--- config.mk ---
export PLATFORM = sky130hd
export DESIGN_NAME = rail_fault_guard
export DESIGN_NICKNAME = d
export VERILOG_FILES = /design/src/rtl/rail_fault_guard_pkg.sv /design/src/rtl/rg_oc_filter.sv /design/src/rtl/rg_hold_timer.sv /design/src/rtl/rg_ctrl.sv /design/src/rtl/rail_fault_guard.sv
export SDC_FILE = /design/constraint.sdc
export NUM_CORES = 1
export LEC_CHECK = 0
export BUFFER_PORTS_ARGS = -buffer_cell sky130_fd_sc_hd__buf_2
export CAP_MARGIN = 40
export CORE_AREA = 2 2 46 48
export DETAILED_ROUTE_END_ITERATION = 8
export DIE_AREA = 0 0 48 50
export PLACE_DENSITY = 0.79
export SYNTH_ARGS = -nofsm -noshare
export SYNTH_HDL_FRONTEND = slang
export SYNTH_SLANG_ARGS = --single-unit
--- constraint.sdc ---
create_clock -name clk -period 1.35 [get_ports clk]
set_input_delay 0.2025 -clock clk [delete_from_list [all_inputs] [get_ports clk]]
set_output_delay 0.2025 -clock clk [all_outputs]
set_load 0.005 [all_outputs]
--- src/rtl/rail_fault_guard_pkg.sv ---
package rail_fault_guard_pkg;

  typedef enum logic [1:0] {
    RG_NORMAL   = 2'd0,
    RG_BACKUP   = 2'd1,
    RG_SHUTDOWN = 2'd2
  } rg_state_e;

  typedef struct packed {
    logic conv_en;
    logic ldo_en;
    logic rail_off;
  } rg_drive_t;

endpackage

--- src/rtl/rg_oc_filter.sv ---
module rg_oc_filter #(
  parameter int FILT_LEN = 2
) (
  input  logic clk,
  input  logic rst_n,
  input  logic oc_in,
  output logic oc_qual
);

  logic [FILT_LEN-1:0] hist_q;

  generate
    if (FILT_LEN == 1) begin : g_single
      always_ff @(posedge clk or negedge rst_n) begin
        if (!rst_n) hist_q <= '0;
        else        hist_q <= oc_in;
      end
    end else begin : g_chain
      always_ff @(posedge clk or negedge rst_n) begin
        if (!rst_n) hist_q <= '0;
        else        hist_q <= {hist_q[FILT_LEN-2:0], oc_in};
      end
    end
  endgenerate

  assign oc_qual = &hist_q;

  AST_QUAL_NEEDS_FLAG: assert property (@(posedge clk) disable iff (!rst_n)
    oc_qual |-> $past(oc_in));

endmodule

--- src/rtl/rg_hold_timer.sv ---
module rg_hold_timer #(
  parameter int HOLD_CYCLES = 2500
) (
  input  logic clk,
  input  logic rst_n,
  input  logic run,
  input  logic ldo_good,
  output logic expire
);

  localparam int CW = (HOLD_CYCLES > 2) ? $clog2(HOLD_CYCLES) : 1;
  localparam logic [CW-1:0] LAST = CW'(HOLD_CYCLES - 1);

  logic [CW-1:0] cnt_q;

  assign expire = run && !ldo_good && (cnt_q == LAST);

  always_ff @(posedge clk or negedge rst_n) begin
    if (!rst_n)                       cnt_q <= '0;
    else if (!run || ldo_good || expire) cnt_q <= '0;
    else                              cnt_q <= cnt_q + CW'(1);
  end

  AST_TIMER_BOUND: assert property (@(posedge clk) disable iff (!rst_n)
    cnt_q <= LAST);
  AST_TIMER_RESTART: assert property (@(posedge clk) disable iff (!rst_n)
    ldo_good |=> (cnt_q == '0));

endmodule

--- src/rtl/rg_ctrl.sv ---
module rg_ctrl
  import rail_fault_guard_pkg::*;
(
  input  logic      clk,
  input  logic      rst_n,
  input  logic      mode_trx,
  input  logic      oc_qual,
  input  logic      expire,
  input  logic      host_rearm,
  output logic      in_backup,
  output rg_drive_t drive,
  output logic      oc_status
);

  rg_state_e state_q, state_d;
  logic      set_evt;

  assign set_evt = mode_trx && (state_q == RG_NORMAL) && oc_qual;

  always_comb begin
    state_d = state_q;
    if (!mode_trx) begin
      state_d = RG_NORMAL;
    end else begin
      unique case (state_q)
        RG_NORMAL:   if (oc_qual) state_d = RG_BACKUP;
        RG_BACKUP:   if (host_rearm) state_d = RG_NORMAL;
                     else if (expire) state_d = RG_SHUTDOWN;
        RG_SHUTDOWN: if (host_rearm) state_d = RG_NORMAL;
        default:     state_d = RG_NORMAL;
      endcase
    end
  end

  always_ff @(posedge clk or negedge rst_n) begin
    if (!rst_n) begin
      state_q   <= RG_NORMAL;
      oc_status <= 1'b0;
    end else begin
      state_q <= state_d;
      if (set_evt)         oc_status <= 1'b1;
      else if (host_rearm) oc_status <= 1'b0;
    end
  end

  assign in_backup = (state_q == RG_BACKUP) && mode_trx;

  always_comb begin
    unique case (state_q)
      RG_BACKUP:   drive = '{conv_en: 1'b0, ldo_en: 1'b1, rail_off: 1'b0};
      RG_SHUTDOWN: drive = '{conv_en: 1'b0, ldo_en: 1'b0, rail_off: 1'b1};
      default:     drive = '{conv_en: 1'b1, ldo_en: 1'b0, rail_off: 1'b0};
    endcase
  end

  AST_CLOCK_MODE_NORMAL: assert property (@(posedge clk) disable iff (!rst_n)
    !mode_trx |=> drive.conv_en && !drive.ldo_en && !drive.rail_off);
  AST_TRIP_ACTION: assert property (@(posedge clk) disable iff (!rst_n)
    (mode_trx && drive.conv_en && oc_qual) |=> (drive.ldo_en && oc_status));
  AST_SHUTDOWN_FROM_BACKUP: assert property (@(posedge clk) disable iff (!rst_n)
    $rose(drive.rail_off) |-> $past(drive.ldo_en));
  AST_NO_SELF_REARM: assert property (@(posedge clk) disable iff (!rst_n)
    (mode_trx && !drive.conv_en && !host_rearm) |=> !drive.conv_en);
  AST_REARM_RESTORES: assert property (@(posedge clk) disable iff (!rst_n)
    (mode_trx && !drive.conv_en && host_rearm) |=> (drive.conv_en && !oc_status));
  AST_STATUS_STICKY: assert property (@(posedge clk) disable iff (!rst_n)
    (oc_status && !host_rearm) |=> oc_status);

endmodule

--- src/rtl/rail_fault_guard.sv ---
module rail_fault_guard
  import rail_fault_guard_pkg::*;
#(
  parameter int FILT_LEN    = 2,
  parameter int HOLD_CYCLES = 2500
) (
  input  logic clk,
  input  logic rst_n,
  input  logic mode_trx,
  input  logic oc_flag,
  input  logic ldo_good,
  input  logic host_rearm,
  output logic conv_en,
  output logic ldo_en,
  output logic rail_off,
  output logic oc_status
);

  logic      oc_qual;
  logic      expire;
  logic      in_backup;
  rg_drive_t drive;

  rg_oc_filter #(.FILT_LEN(FILT_LEN)) u_filter (
    .clk     (clk),
    .rst_n   (rst_n),
    .oc_in   (oc_flag),
    .oc_qual (oc_qual)
  );

  rg_hold_timer #(.HOLD_CYCLES(HOLD_CYCLES)) u_timer (
    .clk      (clk),
    .rst_n    (rst_n),
    .run      (in_backup),
    .ldo_good (ldo_good),
    .expire   (expire)
  );

  rg_ctrl u_ctrl (
    .clk        (clk),
    .rst_n      (rst_n),
    .mode_trx   (mode_trx),
    .oc_qual    (oc_qual),
    .expire     (expire),
    .host_rearm (host_rearm),
    .in_backup  (in_backup),
    .drive      (drive),
    .oc_status  (oc_status)
  );

  assign conv_en  = drive.conv_en;
  assign ldo_en   = drive.ldo_en;
  assign rail_off = drive.rail_off;

  AST_CLOCK_IGNORES_OC: assert property (@(posedge clk) disable iff (!rst_n)
    (!mode_trx && conv_en) |=> conv_en);

endmodule

==> reports/qor.yml, run 1 <==
cts_root_buf: "clkbuf_4"
die_x_um: 48
core_um2: 1902
clock_sinks: 17
synthArstFlopShare: 1.000
wirelength_um: 2139
crit_arrival_ps: 1730
fin_nets: 141
drtIter0Drc: 16
die_h_um: 50
htreeDepth: 1
cap_violations: 0
reg2reg_slack_ps: -170
power_density_nw_per_um2: 685.2
antenna_found_initial: 0
peakVddDrop_uv: 599.5
drc_errors: 0
ant_nets: 0
diodes: 0
ys_types: 27
vias_per_cell: 5.263
period_share: 1.125
dp_slack_ps: -155.7
skew_ps: 4.550
yosysWarnings: 0
startpoint: "u_timer.cnt_q[1]"
synth_top_cell_by_area: "dfrtp_1"
numCtsBuffers: 3
tritoncts: "yes"
grt_overflow: 0
startpoint_type: "flop"
grt_pass1_vias: 796
path_max_fanout: 2
worst-setup-path-type: "flop to flop"
crit_path_end_kind: "flop"
design_area_um2: 1329
grt_max_degree: 18
start_util: 0.4691
max_freq_mhz: 658.3
grt_pass1_wl_um: 3484
r2r-start: "u_timer.cnt_q[1]"
violations: "negative setup slack"
placed_cell_area_um2: 1157
hp-start: "oc_flag"
synth_area_leaders: "dfrtp_1, xnor2_1, ha_1"
worst_pin_slew_ps: 373.5
num_rows: 16
status: "complete, but fails checks"
syn-num-nets: 101
clock_path_buffers: 2
post-route-min-period_ps: 1519
syn_area_per_cell_um2: 9.912
synthCells: 90
slew_headroom: 0.7510
netlist_area_um2: 892.1
hpwl_um: 1520
detail_route.wl_per_cell_um: 13.71
synth-seq-cells: 17
drive_gt1_frac: 0.4419
finalSetupViolCount: 16
yosys_most_used_dff: "dfrtp_1"
dieArea_um2: 2400
synth_seq_area_share: 0.4769
finalHoldViolations: 0
drt_first_pass_iters: 4
hold_class: "input pin to flop"
clock_latency_ps: 290
numPortBuffers: 9
place_congestion: 0.8545
finalWorstSetupSlack_ps: -169.1
rsz0062_at_grt: "yes"
required_ps: 1560
num_vias: 821
track_usage: 0.2074
synth_top_area_frac: 0.4769
area_delta_synth_final_pct: 48.95
io_pins: 10
synth_edf_count: 0
clk_pin_slew_ps: 90
p_leak_nw: 0.5476
slew_viol_final: 0
what timing repair did:
action / CTS / global route
hold endpoints to repair: 17 / 0
setup buffers: 3 / 2
hold buffers: 1 / 0
gates cloned: 0 / 1
resized for setup: 15 / 11
pin swaps: 6 / 6
setup endpoints to repair: 17 / 17
final cells by class:
type,count,area (um2)
Fill cell,133,573.1
Multi-Input combinational cell,66,544.3
Sequential cell,17,425.4
Timing Repair Buffer,36,276.5
Tap cell,27,33.78
Clock buffer,4,26.28
Inverter,6,22.52
synthesized netlist by cell type, types with 2 or more instances:
cell type / n
nor4_1: 3
nand3b_1: 2
nor2_1: 16
xnor2_1: 9
nand4_1: 4
inv_1: 6
nand2_1: 5
dfrtp_1: 17
nand3_1: 2
ha_1: 5
o21ai_0: 2
nor3_1: 4
state kept, by name, indices dropped and copies added (netlist names):
| signal | cells |
|---|---|
| u_ctrl.oc_status | 1 |
| u_ctrl.state_q | 2 |
| u_filter.hist_q | 2 |
| u_timer.cnt_q | 12 |
kinds of logic after synthesis:
family	after synthesis	synth area share
adders and majority gates	5	0.07013
AOI/OAI and AO/OA	10	0.08556
buffers and inverters	7	0.03085
DFF	17	0.4769
xor gates and xnor gates	10	0.09818
and+or+nand+nor	41	0.2384
routing by layer:
layer / share of wire / up-vias / track usage
met5: 0 / - / 0
met4: 0.021 / 0 / 0.08108
met3: 0.049 / 7 / 0.02198
met2: 0.56 / 33 / 0.3689
met1: 0.37 / 392 / 0.2383
li1: - / 389 / -
final timing paths:
path                            depth (start not counted)                  to
worst max register to register                          5   u_ctrl.state_q[0]
min in group asynchronous                               2    u_timer.cnt_q[2]
max in group asynchronous                               2    u_timer.cnt_q[8]
worst min-delay path                                    1  u_filter.hist_q[0]
worst min register to register                          0  u_filter.hist_q[1]
worst max-delay path                                    5   u_ctrl.state_q[0]
worst max-delay path, cell delays in order (launching register included):
cell and delay [ps]:
dfrtp_1 410, ha_4 170, nand4_4 70, or4b_1 480, o21a_1 200, o221ai_2 120
cells in the final DEF, fill, tap and decap left out:
cell type,Yosys,routed
o21ai_0,2,1
nand3_1,2,2
xnor2_1,9,9
ha_4,0,5
a21o_1,1,1
o31ai_1,1,1
nor2b_4,0,1
or4b_1,1,1
a21boi_2,0,1
dlygate4sd3_1,0,1
o21bai_1,1,1
o21ai_2,0,1
a21oi_1,1,1
clkbuf_1,0,1
nor3_1,4,4
nor4_1,3,2
inv_1,6,3
nand4b_1,1,1
a311oi_1,1,1
buf_2,1,6
nor4_2,0,1
o221ai_2,1,1
nand2_1,5,5
nor2_2,0,5
buf_4,0,24
nor3b_1,1,1
nor2_1,16,11
nand4_4,0,1
o21a_1,1,1
buf_6,0,5
inv_2,0,3
dfrtp_1,17,17
nand4_1,4,4
clkbuf_4,0,3
nand3b_1,2,2
xor2_1,1,1
stage by stage:
step / instances / TNS, ps / hold WS [ps] / utilization / power (mW)
2_1_floorplan: 90 / -578.8 / -93.09 / - / 0.5686
3_3_place_gp: 146 / -414.7 / 135.0 / 0.6086 / 0.6116
3_5_place_dp: 146 / -1382 / 139.9 / 0.6086 / 0.6164
4_1_cts: 154 / -1398 / 8.438 / 0.6757 / 0.9158
5_1_grt: 156 / -3518 / 3.644 / 0.6987 / 0.9645
6_report: 156 / -1522 / 11.64 / 0.6987 / 0.9105
where the power goes:
group	internal (mW)	switching, mW	total (mW)
Clock	0.115	0.153	0.268
Sequential	0.518	0.00826	0.526
Combinational	0.0612	0.0555	0.117
Total	0.694	0.217	0.910
Power figures use the tool's default switching activity.
==> inputs of run 2 (changes only) <==
--- a/config.mk
+++ b/config.mk
@@ -5,11 +5,12 @@
 export SDC_FILE = /design/constraint.sdc
 export NUM_CORES = 1
 export LEC_CHECK = 0
+export ABC_AREA = 1
 export BUFFER_PORTS_ARGS = -buffer_cell sky130_fd_sc_hd__buf_2
 export CAP_MARGIN = 40
-export CORE_AREA = 2 2 46 48
+export CORE_AREA = 2 2 47 49
 export DETAILED_ROUTE_END_ITERATION = 8
-export DIE_AREA = 0 0 48 50
+export DIE_AREA = 0 0 49 51
 export PLACE_DENSITY = 0.79
 export SYNTH_ARGS = -nofsm -noshare
 export SYNTH_HDL_FRONTEND = slang
==> run 2 against run 1 <==
The flow still finishes with violations (negative setup slack); flip-flop and latch count unchanged; synthesized area up 5.2%; worst hold slack better by 110 ps; largest power group unchanged; highest routed layer unchanged.
==> reports/qor.yml, run 2 <==
status: "complete, but fails checks"
violations: "negative setup slack"
track_usage: 0.1669  # -0.04051
hpwl_um: 1207  # -21%
core_um2: 2063  # +8.5%
cap_violations: 0  # unchanged
numPortBuffers: 9  # unchanged
gr-usage-met3: 0.04678  # +0.02481
drive_gt1_frac: 0.4889  # +0.04703
synthTopCellsByCount: "dfrtp_1, inv_1, nand2_1, nor2_1"
synth_seq_area_share: 0.4533  # -0.02353
clock_path_buffers: 2  # unchanged
dp_slack_ps: -65.91  # +89.78 ps
peakVddDrop_uv: 818.4  # +37%
cts_root_buf: "clkbuf_4"
io_pins: 10  # unchanged
post-route-min-period_ps: 1422  # -97.10 ps
grt_use_met1: 0.1822  # -0.05616
cpMaxStageDelayCell: "dfrtp_1"
reg2reg_slack_ps: -40  # +130 ps
startpoint_type: "flop"
layout_common_cells: "dfrtp_1, nand2_1, buf_4"
die_h_um: 51  # +2.0%
holdWs_ps: 120.3  # +108.6 ps
slew_viol_final: 0  # unchanged
critical_path.max_stage_delay_ps: 370  # -110 ps
crit_arrival_ps: 1220  # -510 ps
clock_sinks: 17  # unchanged
ant_nets: 0  # unchanged
finalHoldViolations: 0  # unchanged
synthCells: 105  # +17%
crit_chain: "inv_2, buf_6, ha_4, inv_2, buf_2"
wirelength_um: 2094  # -2.1%
numCtsBuffers: 3  # unchanged
mostFrequentLayoutCell: "dfrtp_1"
regArea_um2: 427.9  # +0.59%
detail_route.wl_per_cell_um: 12.85  # -6.3%
area_delta_synth_final_pct: 42.40
synthArstFlopShare: 1.000  # unchanged
syn_area_per_cell_um2: 8.937  # -9.8%
diodes: 0  # unchanged
synth_edf_count: 0  # unchanged
rsz0062_at_grt: "yes"
crit_top_cell: "inv_2"
worst_pin_slew_ps: 380.0  # +6.514 ps
dieArea_um2: 2499  # +4.1%
largest_reg_flops: 12  # unchanged
met2_usage: 0.3105  # -0.05839
clock_latency_ps: 290  # about the same
hold_class: "input pin to flop"
worst-setup-path-type: "flop to output pin"
drc_errors: 0  # unchanged
required_ps: 1150  # -410 ps
synth_top_area_frac: 0.4533  # -0.02353
p_leak_nw: 0.5881  # +7.4%
syn-num-nets: 116  # +15%
finalWorstSetupSlack_ps: -71.96  # +97.10 ps
reg_top3: "u_timer.cnt_q (12), u_ctrl.state_q (2), u_filter.hist_q (2)"
final_cells: 163  # +4.5%
slew_headroom: 0.7467  # -0.004343
place_congestion: 0.8104  # -5.2%
power_density_nw_per_um2: 1004  # +47%
skew_ps: 2.204  # -2.346 ps
htreeDepth: 1  # unchanged
power_mw: 1.342  # +47%
die_x_um: 49  # +2.1%
fin_nets: 147  # +4.3%
path_max_fanout: 2  # unchanged
finalSetupViolCount: 10  # -6
gr-max-usage-layer: "met2"
grt_pass1_wl_um: 3160  # -9.3%
tritoncts: "yes"
grt_pass1_vias: 752  # -5.5%
netlist_area_um2: 938.4  # +5.2%
synth-seq-cells: 17  # unchanged
vias_per_cell: 4.945  # -6.0%
ys_types: 23  # -15%
largest-register: "u_timer.cnt_q"
synth_top_cell_by_area: "dfrtp_1"
max_freq_mhz: 703.3  # +6.8%
drt_first_pass_iters: 4  # unchanged
grt_max_degree: 18  # unchanged
clk_pin_slew_ps: 90  # about the same
yosysWarnings: 0  # unchanged
antenna_found_initial: 0  # unchanged
dpl.cell_count: 148  # +1.4%
num_rows: 17  # +1
multi_input_area_um2: 560.5  # +3.0%
start_util: 0.4548  # -0.01426
yosys_most_used_dff: "dfrtp_1"
nFillCells: 158  # +19%
grt_overflow: 0  # unchanged
crit_path_end_kind: "output pin"
synth_area_leaders: "dfrtp_1, inv_1, ha_1"
num_vias: 806  # -1.8%
drtIter0Drc: 7  # -9
period_share: 1.053  # -0.07193
==> run 2: changes by cell type in the layout (fill, tap and decap cells not counted), moves of 4 or more <==
cell	before	now
xnor2_1	9	0
nor2_4	0	4
nor2_1	11	7
buf_6	5	1
buf_4	24	13
nor3_4	0	5
nand3_2	0	4
nand2_1	5	13
inv_1	3	12
nand2_2	0	5
==> run 2: final cells by class <==
class,instances,share of cell area
well taps,28,0.02622
repair buffers,27,0.1639
flip-flops and latches,17,0.3202
clock buffers,4,0.01966
multi-input cells,69,0.4195
inverters,18,0.05056
==> run 2: cells by family (layout without fill, tap and decap cells) <==
| family | count (synthesis) | count (layout) | synth area share |
|---|---|---|---|
| AOI/OAI and AO/OA | 9 | 9 | 0.05600 |
| buffers and inverters | 19 | 49 | 0.08399 |
| and+or+nand+nor | 53 | 53 | 0.3213 |
| xor gates and xnor gates | 2 | 2 | 0.01867 |
| adders and majority gates | 5 | 5 | 0.06667 |
| DFF | 17 | 17 | 0.4533 |
==> run 2: path summary, 6_finish.rpt <==
kind,start,to,cells past startpoint
max,u_ctrl.state_q[1],conv_en,5
min,host_rearm,u_ctrl.oc_status,2
max reg2reg,u_ctrl.state_q[1],u_timer.cnt_q[2],7
min reg2reg,u_filter.hist_q[0],u_filter.hist_q[1],0
max in group asynchronous,rst_n,u_timer.cnt_q[2],2
min in group asynchronous,rst_n,u_filter.hist_q[1],2
==> run 2: routing by layer <==
layer	up-vias	wire, um
met2	16	1177
met5	-	0
li1	396	-
met3	6	64
met1	388	824
met4	0	28
==> run 2: metrics by stage <==
| stage | TNS (ps) | instance area, um2 | util |
|---|---|---|---|
| floorplan | 0 | 938.4 | - |
| global placement | -19.08 | 1072 | 0.5197 |
| detailed placement | -205.0 | 1072 | 0.5197 |
| CTS | -218.4 | 1177 | 0.5706 |
| global route | -1335 | 1336 | 0.6477 |
| finish | -219.8 | 1336 | 0.6477 |
==> run 2: critical path: cells and delay by family (launching register included) <==
| kind | cells | cell delay [ps] |
|---|---|---|
| flip-flops | 1 | 370 |
| buffers and inverters | 4 | 310 |
| adder cells (fa/ha/maj) | 1 | 250 |
==> run 2: timing repair <==
item                                   4_1_cts  5_1_grt
endpoints found under the hold margin       17        1
cloned                                       0        1
buffers inserted                             2        6
setup endpoints to repair                   10       17
pin swaps                                    5        7
hold buffers                                 1        1
gates resized for setup                     14       22
==> run 2: report_power, final <==
part | internal (mW) | leakage, nW | switching, mW
Sequential | 0.543 | 0.228 | 0.0311
Combinational | 0.258 | 0.346 | 0.242
Clock | 0.115 | 0.0150 | 0.153
Total | 0.917 | 0.588 | 0.425
==> inputs of run 3 (changes only) <==
--- a/config.mk
+++ b/config.mk
@@ -5,13 +5,13 @@
 export SDC_FILE = /design/constraint.sdc
 export NUM_CORES = 1
 export LEC_CHECK = 0
-export ABC_AREA = 1
 export BUFFER_PORTS_ARGS = -buffer_cell sky130_fd_sc_hd__buf_2
 export CAP_MARGIN = 40
-export CORE_AREA = 2 2 47 49
+export CORE_AREA = 2 2 46 48
 export DETAILED_ROUTE_END_ITERATION = 8
-export DIE_AREA = 0 0 49 51
+export DIE_AREA = 0 0 48 50
 export PLACE_DENSITY = 0.79
+export RECOVER_POWER = 25
 export SYNTH_ARGS = -nofsm -noshare
 export SYNTH_HDL_FRONTEND = slang
 export SYNTH_SLANG_ARGS = --single-unit
==> run 3 against run 2 <==
The flow still finishes with violations (negative setup slack); critical path depth unchanged; die area decreased by 4.0%; worst hold slack got worse by 110 ps; flip-flop and latch count unchanged; register-to-register slack got worse by 130 ps; setup slack got worse by 97 ps; cell count decreased by 4.3%; sequential share of layout area about the same; clock skew increased by 2.4 ps; combinational power decreased by 77%; utilization increased by 5.1 points; critical path type is now flop to flop; largest cell class unchanged.
==> reports/qor.yml, run 3 (synthesis results as in run 1) <==
dr_wl_met3_um: 105  # +64%
dieArea_um2: 2400  # -4.0%
worst_pin_slew_ps: 415.1  # +35.16 ps
power_switching_mw: 0.2167  # -49%
finalSetupViolCount: 16  # +6
area_delta_synth_final_pct: 48.95
vias_per_cell: 5.263  # +6.4%
htreeDepth: 1  # unchanged
p_int_mw: 0.6938  # -24%
drt_first_pass_iters: 4  # unchanged
largest-register: "u_timer.cnt_q"
path_max_fanout: 2  # unchanged
ant_nets: 0  # unchanged
num_rows: 16  # -1
reg_top3: "u_timer.cnt_q (12), u_ctrl.state_q (2), u_filter.hist_q (2)"
clock_path_buffers: 2  # unchanged
clkPwrFrac: 0.294  # +0.095
clock_sinks: 17  # unchanged
numPortBuffers: 9  # unchanged
cts_root_buf: "clkbuf_4"
wl_met1_um: 795  # -3.5%
dp_slack_ps: -155.7  # -89.78 ps
drtIter0Drc: 16  # +9
startpoint_type: "flop"
cap_violations: 0  # unchanged
io_pins: 10  # unchanged
place_congestion: 0.8545  # +5.4%
peakVddDrop_uv: 599.6  # -27%
antenna_found_initial: 0  # unchanged
mostFrequentLayoutCell: "buf_4"
largest_reg_flops: 12  # unchanged
grt_max_degree: 18  # unchanged
slew_headroom: 0.7232  # -0.02344
slew_viol_final: 0  # unchanged
post-route-min-period_ps: 1519  # +97.10 ps
grt_pass1_wl_um: 3484  # +10%
top_layer: "met4"
grt_pass1_vias: 796  # +5.9%
tritoncts: "yes"
num_vias: 821  # +1.9%
p_leak_nw: 0.5478  # -6.8%
die_h_um: 50  # -2.0%
rsz0062_at_grt: "yes"
diodes: 0  # unchanged
hpwl_um: 1520  # +26%
swShare: 0.2380  # -0.07888
drc_errors: 0  # unchanged
violations: "negative setup slack"
crit_path_end_kind: "flop"
final_cells: 156  # -4.3%
max_freq_mhz: 658.3  # -6.4%
crit_arrival_ps: 1730  # +510 ps
core_um2: 1902  # -7.8%
layout_common_cells: "buf_4, dfrtp_1, nor2_1"
start_util: 0.4691  # +0.01426
detail_route.wl_per_cell_um: 13.71  # +6.7%
finalHoldViolations: 0  # unchanged
status: "complete, but fails checks"
worst-setup-path-type: "flop to flop"
final_util: 0.6987  # +0.05102
period_share: 1.125  # +0.07193
fin_nets: 141  # -4.1%
finalWorstSetupSlack_ps: -169.1  # -97.10 ps
p_seq_frac: 0.578  # +0.150
grt_overflow: 0  # unchanged
power_density_nw_per_um2: 685.2  # -32%
wirelength_um: 2139  # +2.1%
dpl.cell_count: 146  # -1.4%
drive_gt1_frac: 0.4419  # -0.04703
hold_class: "input pin to flop"
numCtsBuffers: 3  # unchanged
track_usage: 0.2074  # +0.04051
clk_pin_slew_ps: 90  # about the same
required_ps: 1560  # +410 ps
skew_ps: 4.554  # +2.351 ps
dr_wl_met2_um: 1194  # +1.4%
die_x_um: 48  # -2.0%
clock_latency_ps: 290  # about the same
p_comb_frac: 0.128  # -0.245
[run 3: worst paths after layout]
check                      slack, ps                  to               start  cells past startpoint
min reg2reg                      490  u_filter.hist_q[1]  u_filter.hist_q[0]                      0
max                             -170   u_ctrl.state_q[0]    u_timer.cnt_q[1]                      5
min                               10  u_filter.hist_q[0]             oc_flag                      1
min in group asynchronous        360    u_timer.cnt_q[2]               rst_n                      2
max in group asynchronous        690    u_timer.cnt_q[8]               rst_n                      2
max reg2reg                     -170   u_ctrl.state_q[0]    u_timer.cnt_q[1]                      5
[run 3: metal layers]
layer / vias to the layer above / GRT usage
met4: 0 / 0.08108
met1: 392 / 0.2383
met3: 7 / 0.02198
met2: 33 / 0.3689
li1: 389 / -
met5: - / 0
[run 3: area by class of cell]
| cell class | count | area [um2] |
|---|---|---|
| tap | 27 | 33.78 |
| fill | 133 | 573.1 |
| inverter | 6 | 22.52 |
| multi-input combinational | 66 | 544.3 |
| timing repair buffer | 36 | 276.5 |
| clock buffer | 4 | 26.28 |
| sequential | 17 | 425.4 |
[run 3: power groups by stage]
stage               registers (mW)  clock network (mW)  logic [mW]
floorplan                    0.534                   0      0.0341
global placement             0.534                   0      0.0781
detailed placement           0.535                   0      0.0818
CTS                          0.525               0.279       0.111
global route                 0.527               0.307       0.131
finish                       0.526               0.268       0.117
[run 3: worst max-delay path: stages (launching register included)]
cell and delay, ps:
dfrtp_1 410, ha_4 170, nand4_4 70, or4b_1 480, o21a_1 200, o221ai_2 120
[run 3: through the flow]
step | TNS (ps) | cell area (um2) | hold WS [ps] | power [mW]
floorplan | -578.8 | 928.4 | -93.09 | 0.5686
global placement | -414.7 | 1157 | 135.0 | 0.6116
detailed placement | -1382 | 1157 | 139.9 | 0.6164
CTS | -1398 | 1285 | 8.438 | 0.9158
global route | -3518 | 1329 | 3.644 | 0.9646
finish | -1522 | 1329 | 11.64 | 0.9105
[run 3: what timing repair did]
action,CTS,global route
endpoints found under the setup margin,17,17
gates resized for setup,15,11
gates cloned,0,1
setup buffers,3,2
hold endpoints to repair,17,0
hold buffers,1,0
pin swaps,6,6
